--- config.mk ---
export PLATFORM = sky130hd
export DESIGN_NAME = hbridge_ctrl
export DESIGN_NICKNAME = d
export VERILOG_FILES = /design/src/rtl/hbridge_pkg.sv /design/src/rtl/hb_leg.sv /design/src/rtl/hb_datapath.sv /design/src/rtl/hb_control.sv /design/src/rtl/hbridge_ctrl.sv
export SDC_FILE = /design/constraint.sdc
export NUM_CORES = 1
export LEC_CHECK = 0
export BUFFER_PORTS_ARGS = -buffer_cell sky130_fd_sc_hd__buf_4
export CELL_PAD_IN_SITES_DETAIL_PLACEMENT = 0
export CELL_PAD_IN_SITES_GLOBAL_PLACEMENT = 1
export CORE_ASPECT_RATIO = 0.75
export CORE_MARGIN = 10
export CORE_UTILIZATION = 35
export DETAILED_ROUTE_END_ITERATION = 10
export GPL_TIMING_DRIVEN = 0
export PLACE_DENSITY = 0.64
export SKIP_LAST_GASP = 1
export SLEW_MARGIN = 15
export SYNTH_ARGS = -nofsm -noshare
export SYNTH_HDL_FRONTEND = slang
export SYNTH_SLANG_ARGS = --single-unit
export TNS_END_PERCENT = 50
--- constraint.sdc ---
create_clock -name clk -period 4.4 [get_ports clk]
set_clock_uncertainty 0.05 [all_clocks]
set_input_delay 0.44 -clock clk [delete_from_list [all_inputs] [get_ports clk]]
set_output_delay 0.44 -clock clk [all_outputs]
set_load 0.005 [all_outputs]
--- src/rtl/hbridge_pkg.sv ---
package hbridge_pkg;

  typedef enum logic [1:0] {
    LEG_OFF  = 2'd0,
    LEG_HIGH = 2'd1,
    LEG_LOW  = 2'd2
  } legCmd_t;

  typedef struct packed {
    legCmd_t legA;
    legCmd_t legB;
  } bridgeCmd_t;

endpackage

--- src/rtl/hb_leg.sv ---
module hb_leg
  import hbridge_pkg::*;
#(
  parameter int DEAD_CYCLES = 3
) (
  input  logic    clk,
  input  logic    rstN,
  input  legCmd_t cmd,
  output logic    hiOn,
  output logic    loOn
);

  localparam int DT_W = (DEAD_CYCLES > 1) ? $clog2(DEAD_CYCLES) : 1;
  localparam logic [DT_W-1:0] DT_LOAD = DT_W'(DEAD_CYCLES - 1);

  logic [DT_W-1:0] dtCnt;
  logic hiRelease, loRelease;

  assign hiRelease = hiOn && (cmd != LEG_HIGH);
  assign loRelease = loOn && (cmd != LEG_LOW);

  always_ff @(posedge clk or negedge rstN) begin
    if (!rstN) begin
      hiOn  <= 1'b0;
      loOn  <= 1'b0;
      dtCnt <= '0;
    end else if (hiRelease || loRelease) begin
      hiOn  <= hiOn && !hiRelease;
      loOn  <= loOn && !loRelease;
      dtCnt <= DT_LOAD;
    end else if (dtCnt != '0) begin
      dtCnt <= dtCnt - 1'b1;
    end else begin
      hiOn <= (cmd == LEG_HIGH) && !loOn;
      loOn <= (cmd == LEG_LOW) && !hiOn;
    end
  end

endmodule

--- src/rtl/hb_datapath.sv ---
module hb_datapath
  import hbridge_pkg::*;
#(
  parameter int DEAD_CYCLES = 3
) (
  input  logic       clk,
  input  logic       rstN,
  input  bridgeCmd_t cmd,
  output logic [1:0] gateHi,
  output logic [1:0] gateLo,
  output logic       gateMoved
);

  localparam int N_LEGS = 2;

  legCmd_t legCmds [N_LEGS];
  logic [2*N_LEGS-1:0] prevGates;

  assign legCmds[0] = cmd.legA;
  assign legCmds[1] = cmd.legB;

  genvar g;
  generate
    for (g = 0; g < N_LEGS; g++) begin : gLeg
      hb_leg #(.DEAD_CYCLES(DEAD_CYCLES)) u_leg (
        .clk  (clk),
        .rstN (rstN),
        .cmd  (legCmds[g]),
        .hiOn (gateHi[g]),
        .loOn (gateLo[g])
      );
    end
  endgenerate

  always_ff @(posedge clk or negedge rstN) begin
    if (!rstN) prevGates <= '0;
    else       prevGates <= {gateHi, gateLo};
  end

  assign gateMoved = ({gateHi, gateLo} != prevGates);

endmodule

--- src/rtl/hb_control.sv ---
module hb_control
  import hbridge_pkg::*;
#(
  parameter int SYNC_STAGES  = 2,
  parameter int BLANK_CYCLES = 4
) (
  input  logic       clk,
  input  logic       rstN,
  input  logic       pwmIn,
  input  logic       dirIn,
  input  logic       disableIn,
  input  logic       fourQuad,
  input  logic       scDetect,
  input  logic       otDetect,
  input  logic       scEnable,
  input  logic       otEnable,
  input  logic       ocTrip,
  input  logic       cycleStart,
  input  logic       gateMoved,
  output bridgeCmd_t cmd,
  output logic       scFlag,
  output logic       otFlag,
  output logic       faultFlag
);

  localparam int N_SYNC  = 3;
  localparam int BLANK_W = (BLANK_CYCLES > 0) ? $clog2(BLANK_CYCLES + 1) : 1;
  localparam logic [BLANK_W-1:0] BLANK_LOAD = BLANK_W'(BLANK_CYCLES);

  logic [N_SYNC-1:0] rawIn, syncOut;
  logic pwmS, dirS, disS, disPrev, faultClear;
  logic scLatch, otLatch, ocHold, ocAccept, bridgeOff;
  logic [BLANK_W-1:0] blankCnt;

  assign rawIn = {disableIn, dirIn, pwmIn};

  genvar g;
  generate
    for (g = 0; g < N_SYNC; g++) begin : gSync
      logic [SYNC_STAGES-1:0] chain;
      always_ff @(posedge clk or negedge rstN) begin
        if (!rstN) chain <= '0;
        else       chain <= {chain[SYNC_STAGES-2:0], rawIn[g]};
      end
      assign syncOut[g] = chain[SYNC_STAGES-1];
    end
  endgenerate

  assign pwmS = syncOut[0];
  assign dirS = syncOut[1];
  assign disS = syncOut[2];

  assign faultClear = disPrev && !disS;
  assign ocAccept   = ocTrip && !gateMoved && (blankCnt == '0);

  always_ff @(posedge clk or negedge rstN) begin
    if (!rstN) begin
      disPrev  <= 1'b0;
      scLatch  <= 1'b0;
      otLatch  <= 1'b0;
      ocHold   <= 1'b0;
      blankCnt <= '0;
    end else begin
      disPrev <= disS;
      scLatch <= (scLatch && !faultClear) || (scDetect && scEnable);
      otLatch <= (otLatch && !faultClear) || (otDetect && otEnable);
      ocHold  <= cycleStart ? 1'b0 : (ocHold || ocAccept);
      if (gateMoved)             blankCnt <= BLANK_LOAD;
      else if (blankCnt != '0)   blankCnt <= blankCnt - 1'b1;
    end
  end

  assign bridgeOff = disS || scLatch || otLatch || ocHold;

  always_comb begin
    cmd.legA = LEG_OFF;
    cmd.legB = LEG_OFF;
    if (!bridgeOff) begin
      if (fourQuad) begin
        cmd.legA = dirS ? LEG_HIGH : LEG_LOW;
        cmd.legB = dirS ? LEG_LOW : LEG_HIGH;
      end else if (dirS) begin
        cmd.legA = LEG_HIGH;
        cmd.legB = pwmS ? LEG_LOW : LEG_HIGH;
      end else begin
        cmd.legB = LEG_HIGH;
        cmd.legA = pwmS ? LEG_LOW : LEG_HIGH;
      end
    end
  end

  assign scFlag    = scLatch;
  assign otFlag    = otLatch;
  assign faultFlag = scLatch || otLatch;

endmodule

--- src/rtl/hbridge_ctrl.sv ---
module hbridge_ctrl
  import hbridge_pkg::*;
#(
  parameter int DEAD_CYCLES  = 3,
  parameter int BLANK_CYCLES = 4,
  parameter int SYNC_STAGES  = 2
) (
  input  logic clk,
  input  logic rstN,
  input  logic pwmIn,
  input  logic dirIn,
  input  logic disableIn,
  input  logic fourQuad,
  input  logic scDetect,
  input  logic otDetect,
  input  logic scEnable,
  input  logic otEnable,
  input  logic ocTrip,
  input  logic cycleStart,
  output logic highA,
  output logic lowA,
  output logic highB,
  output logic lowB,
  output logic faultFlag,
  output logic scFlag,
  output logic otFlag
);

  bridgeCmd_t cmd;
  logic [1:0] gateHi, gateLo;
  logic gateMoved;

  hb_control #(
    .SYNC_STAGES  (SYNC_STAGES),
    .BLANK_CYCLES (BLANK_CYCLES)
  ) u_control (
    .clk        (clk),
    .rstN       (rstN),
    .pwmIn      (pwmIn),
    .dirIn      (dirIn),
    .disableIn  (disableIn),
    .fourQuad   (fourQuad),
    .scDetect   (scDetect),
    .otDetect   (otDetect),
    .scEnable   (scEnable),
    .otEnable   (otEnable),
    .ocTrip     (ocTrip),
    .cycleStart (cycleStart),
    .gateMoved  (gateMoved),
    .cmd        (cmd),
    .scFlag     (scFlag),
    .otFlag     (otFlag),
    .faultFlag  (faultFlag)
  );

  hb_datapath #(.DEAD_CYCLES(DEAD_CYCLES)) u_datapath (
    .clk       (clk),
    .rstN      (rstN),
    .cmd       (cmd),
    .gateHi    (gateHi),
    .gateLo    (gateLo),
    .gateMoved (gateMoved)
  );

  assign highA = gateHi[0];
  assign lowA  = gateLo[0];
  assign highB = gateHi[1];
  assign lowB  = gateLo[1];

endmodule

==> results of run 1 <==
## worst max-delay path by stage
stage,start,endpoint,depth (start not counted)
final,u_control.gSync[2].chain[1],u_datapath.gLeg[1].u_leg.dtCnt[1],4
after global routing,u_control.scFlag,u_datapath.gLeg[1].u_leg.dtCnt[1],4
after CTS,u_control.scFlag,u_datapath.gLeg[1].u_leg.dtCnt[1],4
after detailed placement,u_control.scFlag,u_datapath.gLeg[1].u_leg.dtCnt[1],4
after global placement,u_control.gSync[2].chain[1],u_datapath.gLeg[1].u_leg.dtCnt[1],4
after floorplan,u_control.scFlag,u_datapath.gLeg[1].u_leg.dtCnt[1],4
## logic make-up after synthesis
family	after synthesis
flops	25
compound gates	18
buf+inv	12
xor+xnor	7
fa+ha+maj	4
simple gates	21
## power groups by stage
| stage | combinational (mW) | clock, mW | sequential (mW) |
|---|---|---|---|
| 2_1_floorplan | 0.175 | 0 | 0.301 |
| 5_1_grt | 0.257 | 0.148 | 0.307 |
| 4_1_cts | 0.228 | 0.139 | 0.301 |
| 6_report | 0.223 | 0.134 | 0.301 |
| 3_5_place_dp | 0.223 | 0 | 0.306 |
| 3_3_place_gp | 0.218 | 0 | 0.305 |
## metrics by stage
step / worst slack (ps) / hold WS [ps] / utilization, % / power (mW)
2_1_floorplan: 2810 / 94.4 / - / 0.476
3_3_place_gp: 2730 / 282 / 42.6 / 0.522
3_5_place_dp: 2720 / 285 / 42.6 / 0.529
4_1_cts: 2700 / 20.4 / 44.1 / 0.668
5_1_grt: 2600 / 29.2 / 44.1 / 0.712
6_report: 2710 / 10.3 / 44.1 / 0.657
## state kept, by name (all words and copies together), names as in the netlist
signal                       flops
u_control.blankCnt               3
u_datapath.prevGates             4
u_datapath.gLeg.u_leg.loOn       2
u_datapath.gLeg.u_leg.dtCnt      4
u_control.scFlag                 1
u_control.otFlag                 1
u_datapath.gLeg.u_leg.hiOn       2
u_control.ocHold                 1
u_control.disPrev                1
u_control.gSync.chain            6
## per-layer routing
metal	global-route usage [%]	vias to the layer above
li1	-	344
met2	10.7	17
met5	0	-
met1	9.28	334
met3	3.61	2
met4	2.50	0
## worst register-to-register path, cell delays in order, from the launching register on
cell and delay [ps]:
dfrtp_1 400, or4_4 540, buf_6 160, a211oi_2 260, o221ai_1 150
## cell usage after synthesis
cell type  instances
o21a_1             1
o21ba_2            1
dfrtp_1           25
nor4_1             1
a211oi_2           1
nor2b_1            3
o22ai_1            1
o21ai_0            1
o211a_1            1
or2_2              1
a211o_1            1
inv_1             11
nand3b_1           1
o31a_1             1
nor4_4             1
nand4_1            1
ha_1               4
buf_6              1
a21oi_1            5
or4_4              1
nor3_1             4
nand2b_1           1
xnor2_1            7
nor3b_1            1
o221ai_1           1
o31ai_1            1
nand2_1            1
a211oi_1           1
nor2_1             5
a22o_1             2
## layout make-up
type	instances	area [sq um]
timing repair buffer	18	135
sequential	25	626
clock buffer	4	45.0
multi-input combinational	50	380
inverter	11	41.3
buffer	1	11.3
fill	279	1630
tap	38	47.5
==> flow_summary_export.csv, run 1 <==
group,metric,value,unit
route,via_count,697,
die,die_area,5650,sq um
placement,dp_hpwl,1410,um
route,drt-initial-drc-count,26,
finish,drive_above_1_share,24.8,%
sta,fmax,593,MHz
synth,muxShareOfSynthArea,0,%
route,wl,1890,um
clocking,cts.sinks,25,
setup_path,reg2regPathDepth,4,
clocking,clk_latency,260,ps
power,pwr-share-comb,33.9,%
synth,yosys.area.top_type,"dfrtp_1",
synth,avgSynthCellArea,12.2,sq um
die,dieHeight,67.6,um
placement,place_area,1240,sq um
grt,grt_max_degree,26,
clocking,cts_resized,0,
clocking,post-cts-setup-buffers,0,
sta,layout_min_cycle_time,1690,ps
power,p_clk_share,20.3,%
clocking,cts_root_buf,"clkbuf_8",
power,leakage,0.586,nW
synth,synth_seq_cells,25,
die,io-pin-count,19,
status,status,"completed",
grt,grt_first_pass_wirelength,3370,um
setup_path,r2r_slack,2710,ps
setup_path,worst_r2r_endpoint,"u_datapath.gLeg[1].u_leg.dtCnt[1]",
power,switching_share,30.1,%
sta,grt_setup_unrepaired,"false",
sta,fin_crit_sh,38.3,%
setup_path,cp_slowest_cell,"or4_4",
worst_hold_path,hp-class,"input pin to asynchronous set/reset pin",
finish,final_cell_mix,"25 x dfrtp_1, 18 x buf_4, 11 x inv_1",
synth,ys_warn_count,0,
route,highest-signal-layer,"met4",
setup_path,path_delay_family,"simple AND/OR/NAND/NOR gates",
placement,gp_congestion,0.781,
die,die_width,83.5,um
clocking,path_clk_slew,80,ps
synth,ys_top_cells_by_area,"dfrtp_1 59%, xnor2_1 5.8%, ha_1 4.7%",
sta,hold_viol,0,
sta,final_max_slew_viol_count,0,
clocking,cts_inserted_buffers,3,
route,antenna_left,0,
sta,worstMarginPinSlew,310,ps
route,wl_per_cell,12.8,um
setup_path,cp_cell_sequence,"or4_4 > buf_6 > a211oi_2 > o221ai_1",
placement,post-place-cells,143,
synth,synth_top_family_by_area,"compound AO/OA/AOI/OAI gates",
setup_path,critPathLaunchType,"register",
synth,synthAdderAreaFrac,4.73,%
route,m1WireLength,946,um
route,drc,0,
route,met2_length,803,um
clocking,clk_path_buf_depth,2,
die,coreArea,2910,sq um
synth,synth_top_cell_area_share,59.1,%
power,seqPwrFrac,45.8,%
setup_path,crit_buf_inv,1,
placement,numPortBuffers,18,
synth,synth-xor-area-share,5.79,%
synth,syn_nets,103,
route,drt_first_pass_iters,4,
die,rows,17,
grt,globalRoute.totalOverflow,0,
finish,nets,126,
die,initial_utilization,36.3,%
setup_path,endpoint_kind,"register",
route,met3_length,128,um
finish,stdcell_area,1290,sq um
setup_path,cp.arrival,1770,ps
power,powerDensity,511,nW/um^2
clocking,htree_levels,1,
finish,antennaDiodeCount,0,
synth,synth_compound_gate_area_share,12.8,%
grt,antenna_found_initial,0,
synth,yosysUniqueCellTypes,30,
sta,setup_viol,0,
grt,first_global_vias,697,
power,p_int,0.459,mW
finish,stdcell_count,147,
setup_path,cp.required,4490,ps
grt,grt_usage,7.33,%
power,irDropWorstVdd,0.181,mV
finish,area_growth,21.5,%
setup_path,r2r-start,"u_control.gSync[2].chain[1]",
power,power_switching,0.198,mW
setup_path,critical_path_class,"register to register",
route,vias_per_cell,4.74,
synth,synth_area,1060,sq um
synth,synthSimpleGateAreaFrac,12.6,%
synth,yosysSeqAreaShare,59.1,%
finish,mostFrequentLayoutCell,"dfrtp_1",
sta,relSlewSlack,79.1,%
setup_path,worstPathMaxFanout,8,
sta,tns,0,ps
setup_path,cp_slowest_stage_delay,540,ps
synth,synth_cells,87,
clocking,cts_tree,"yes",
clocking,holdBufCountCts,0,
run,cap_violations,0,
No activity file was read; power rests on OpenSTA's default activity.
==> run 2: changes to the inputs <==
==> constraint.sdc (replaced) <==
create_clock -name clk -period 1.6 [get_ports clk]
set_clock_uncertainty 0.05 [all_clocks]
set_input_delay 0.16 -clock clk [delete_from_list [all_inputs] [get_ports clk]]
set_output_delay 0.16 -clock clk [all_outputs]
set_load 0.005 [all_outputs]
==> flow_summary_export.csv, run 2 (synthesized netlist as in run 1, its figures left out) <==
group,metric,value,unit
worst_hold_path,hp-class,"input pin to register",
route,wl,1950,um
route,via_count,708,
setup_path,reg2regPathDepth,3,
power,pwr-share-comb,34.9,%
route,drc,0,
clocking,clk_path_buf_depth,2,
die,coreArea,2910,sq um
setup_path,r2r-start,"u_control.scFlag",
placement,dp_hpwl,1410,um
placement,numPortBuffers,18,
placement,place_area,1240,sq um
power,p_clk_share,19.9,%
power,seqPwrFrac,45.2,%
route,antenna_left,0,
placement,gp_congestion,0.781,
grt,antenna_found_initial,0,
worst_hold_path,worst_hold_path.num_cells,2,
setup_path,endpoint_kind,"register",
sta,final_max_slew_viol_count,0,
route,drt-initial-drc-count,22,
die,rows,17,
run,cap_violations,0,
setup_path,cp.arrival,1710,ps
setup_path,cp.required,1720,ps
finish,nets,131,
route,drt_first_pass_iters,3,
placement,place_worst_setup_slack,-83.7,ps
route,wl_per_cell,12.8,um
finish,top_register,"u_control.gSync.chain",
clocking,htree_levels,1,
clocking,path_clk_slew,80,ps
setup_path,critPathLaunchType,"register",
clocking,cts_root_buf,"clkbuf_8",
sta,relSlewSlack,72.6,%
sta,grt_setup_unrepaired,"true",
finish,mostFrequentLayoutCell,"dfrtp_1",
finish,antennaDiodeCount,0,
sta,hold_slack,29.4,ps
setup_path,worst_r2r_endpoint,"u_datapath.gLeg[0].u_leg.loOn",
sta,layout_min_cycle_time,1580,ps
sta,setup_viol,0,
clocking,cts.sinks,25,
sta,hold_viol,0,
finish,fill_cells,268,
power,p_int,1.27,mW
sta,fin_crit_sh,98.9,%
power,power_switching,0.556,mW
setup_path,critical_path_class,"register to register",
finish,final_cell_mix,"25 x dfrtp_1, 20 x buf_4, 11 x inv_1",
clocking,clk_latency,260,ps
die,die_area,5650,sq um
grt,first_global_vias,724,
finish,reg.largest.list,"u_control.gSync.chain: 6 flops, u_datapath.gLeg.u_leg.dtCnt: 4 flops, u_datapath.prevGates: 4 flops",
grt,grt_first_pass_wirelength,3370,um
finish,multiInputGateArea,408,sq um
setup_path,worstPathMaxFanout,7,
grt,globalRoute.totalOverflow,0,
sta,fmax,632,MHz
finish,area_growth,28.3,%
sta,worstMarginPinSlew,406,ps
clocking,cts_tree,"yes",
sta,fin_ws,17.6,ps
status,status,"completed",
power,irDropWorstVdd,0.532,mV
route,vias_per_cell,4.66,
worst_hold_path,holdPathEnd,"u_control.ocHold",
power,switching_share,30.4,%
power,powerDensity,1350,nW/um^2
power,leakage,0.613,nW
grt,grt_usage,7.28,%
finish,largest_register_ffs,6,
setup_path,r2r_slack,20,ps
grt,grt_max_degree,26,
die,die_width,83.5,um
die,dieHeight,67.6,um
finish,drive_above_1_share,26.3,%
clocking,cts_inserted_buffers,3,
die,io-pin-count,19,
finish,regArea,626,sq um
finish,stdcell_area,1360,sq um
worst_hold_path,worstHoldStart,"cycleStart",
die,initial_utilization,36.3,%
## run 2: power groups by stage
stage                     Combinational, mW  Sequential (mW)  Clock (mW)
after CTS                             0.641            0.828       0.382
final                                 0.639            0.827       0.363
after global routing                  0.733            0.843       0.406
after detailed placement              0.614            0.842           0
after global placement                0.598            0.838           0
after floorplan                       0.481            0.828           0
## run 2: metrics by stage
step / utilization (%) / power [mW] / TNS (ps) / std cells
6_report: 46.6 / 1.83 / 0 / 152
5_1_grt: 46.6 / 1.98 / -155 / 152
4_1_cts: 46.1 / 1.85 / -12.6 / 152
3_5_place_dp: 42.6 / 1.46 / -96.3 / 143
3_3_place_gp: 42.6 / 1.44 / -74.8 / 143
2_1_floorplan: - / 1.31 / 0 / 87
## run 2: worst max path at each step
stage	slack, ps	to	from	cells after the start
2_1_floorplan	10	u_datapath.gLeg[1].u_leg.dtCnt[1]	u_control.scFlag	4
3_3_place_gp	-70	u_datapath.gLeg[1].u_leg.dtCnt[1]	u_control.gSync[2].chain[1]	4
3_5_place_dp	-80	u_datapath.gLeg[1].u_leg.dtCnt[1]	u_control.scFlag	4
4_1_cts	-10	u_datapath.gLeg[0].u_leg.loOn	u_control.ocHold	3
5_1_grt	-50	u_datapath.gLeg[0].u_leg.loOn	u_control.scFlag	3
6_report	20	u_datapath.gLeg[0].u_leg.loOn	u_control.scFlag	3
## run 2: what timing repair did
item	in CTS	in global routing
setup buffers	2	0
endpoints found under the setup margin	4	4
resized for setup	2	2
hold buffers	4	0
pin swaps	3	2
hold endpoints to repair	28	0
## run 2: critical path: stages, from the launching register on
cell and delay, ps:
dfrtp_1 380, or4_4 620, buf_4 190, nor4_4 240
## run 2: cell type report
class	instances	share of cell area (%)
multi-input cells	50	30.0
flip-flops and latches	25	46.1
well taps	38	3.50
clock buffers	4	3.32
inverters	11	3.04
repair buffers	24	14.0
## run 2: per-layer routing
metal | track usage [%] | wire length, um
met2 | 11.1 | 848
met1 | 8.95 | 986
met3 | 3.49 | 110
met5 | 0 | 0
met4 | 2.50 | 9
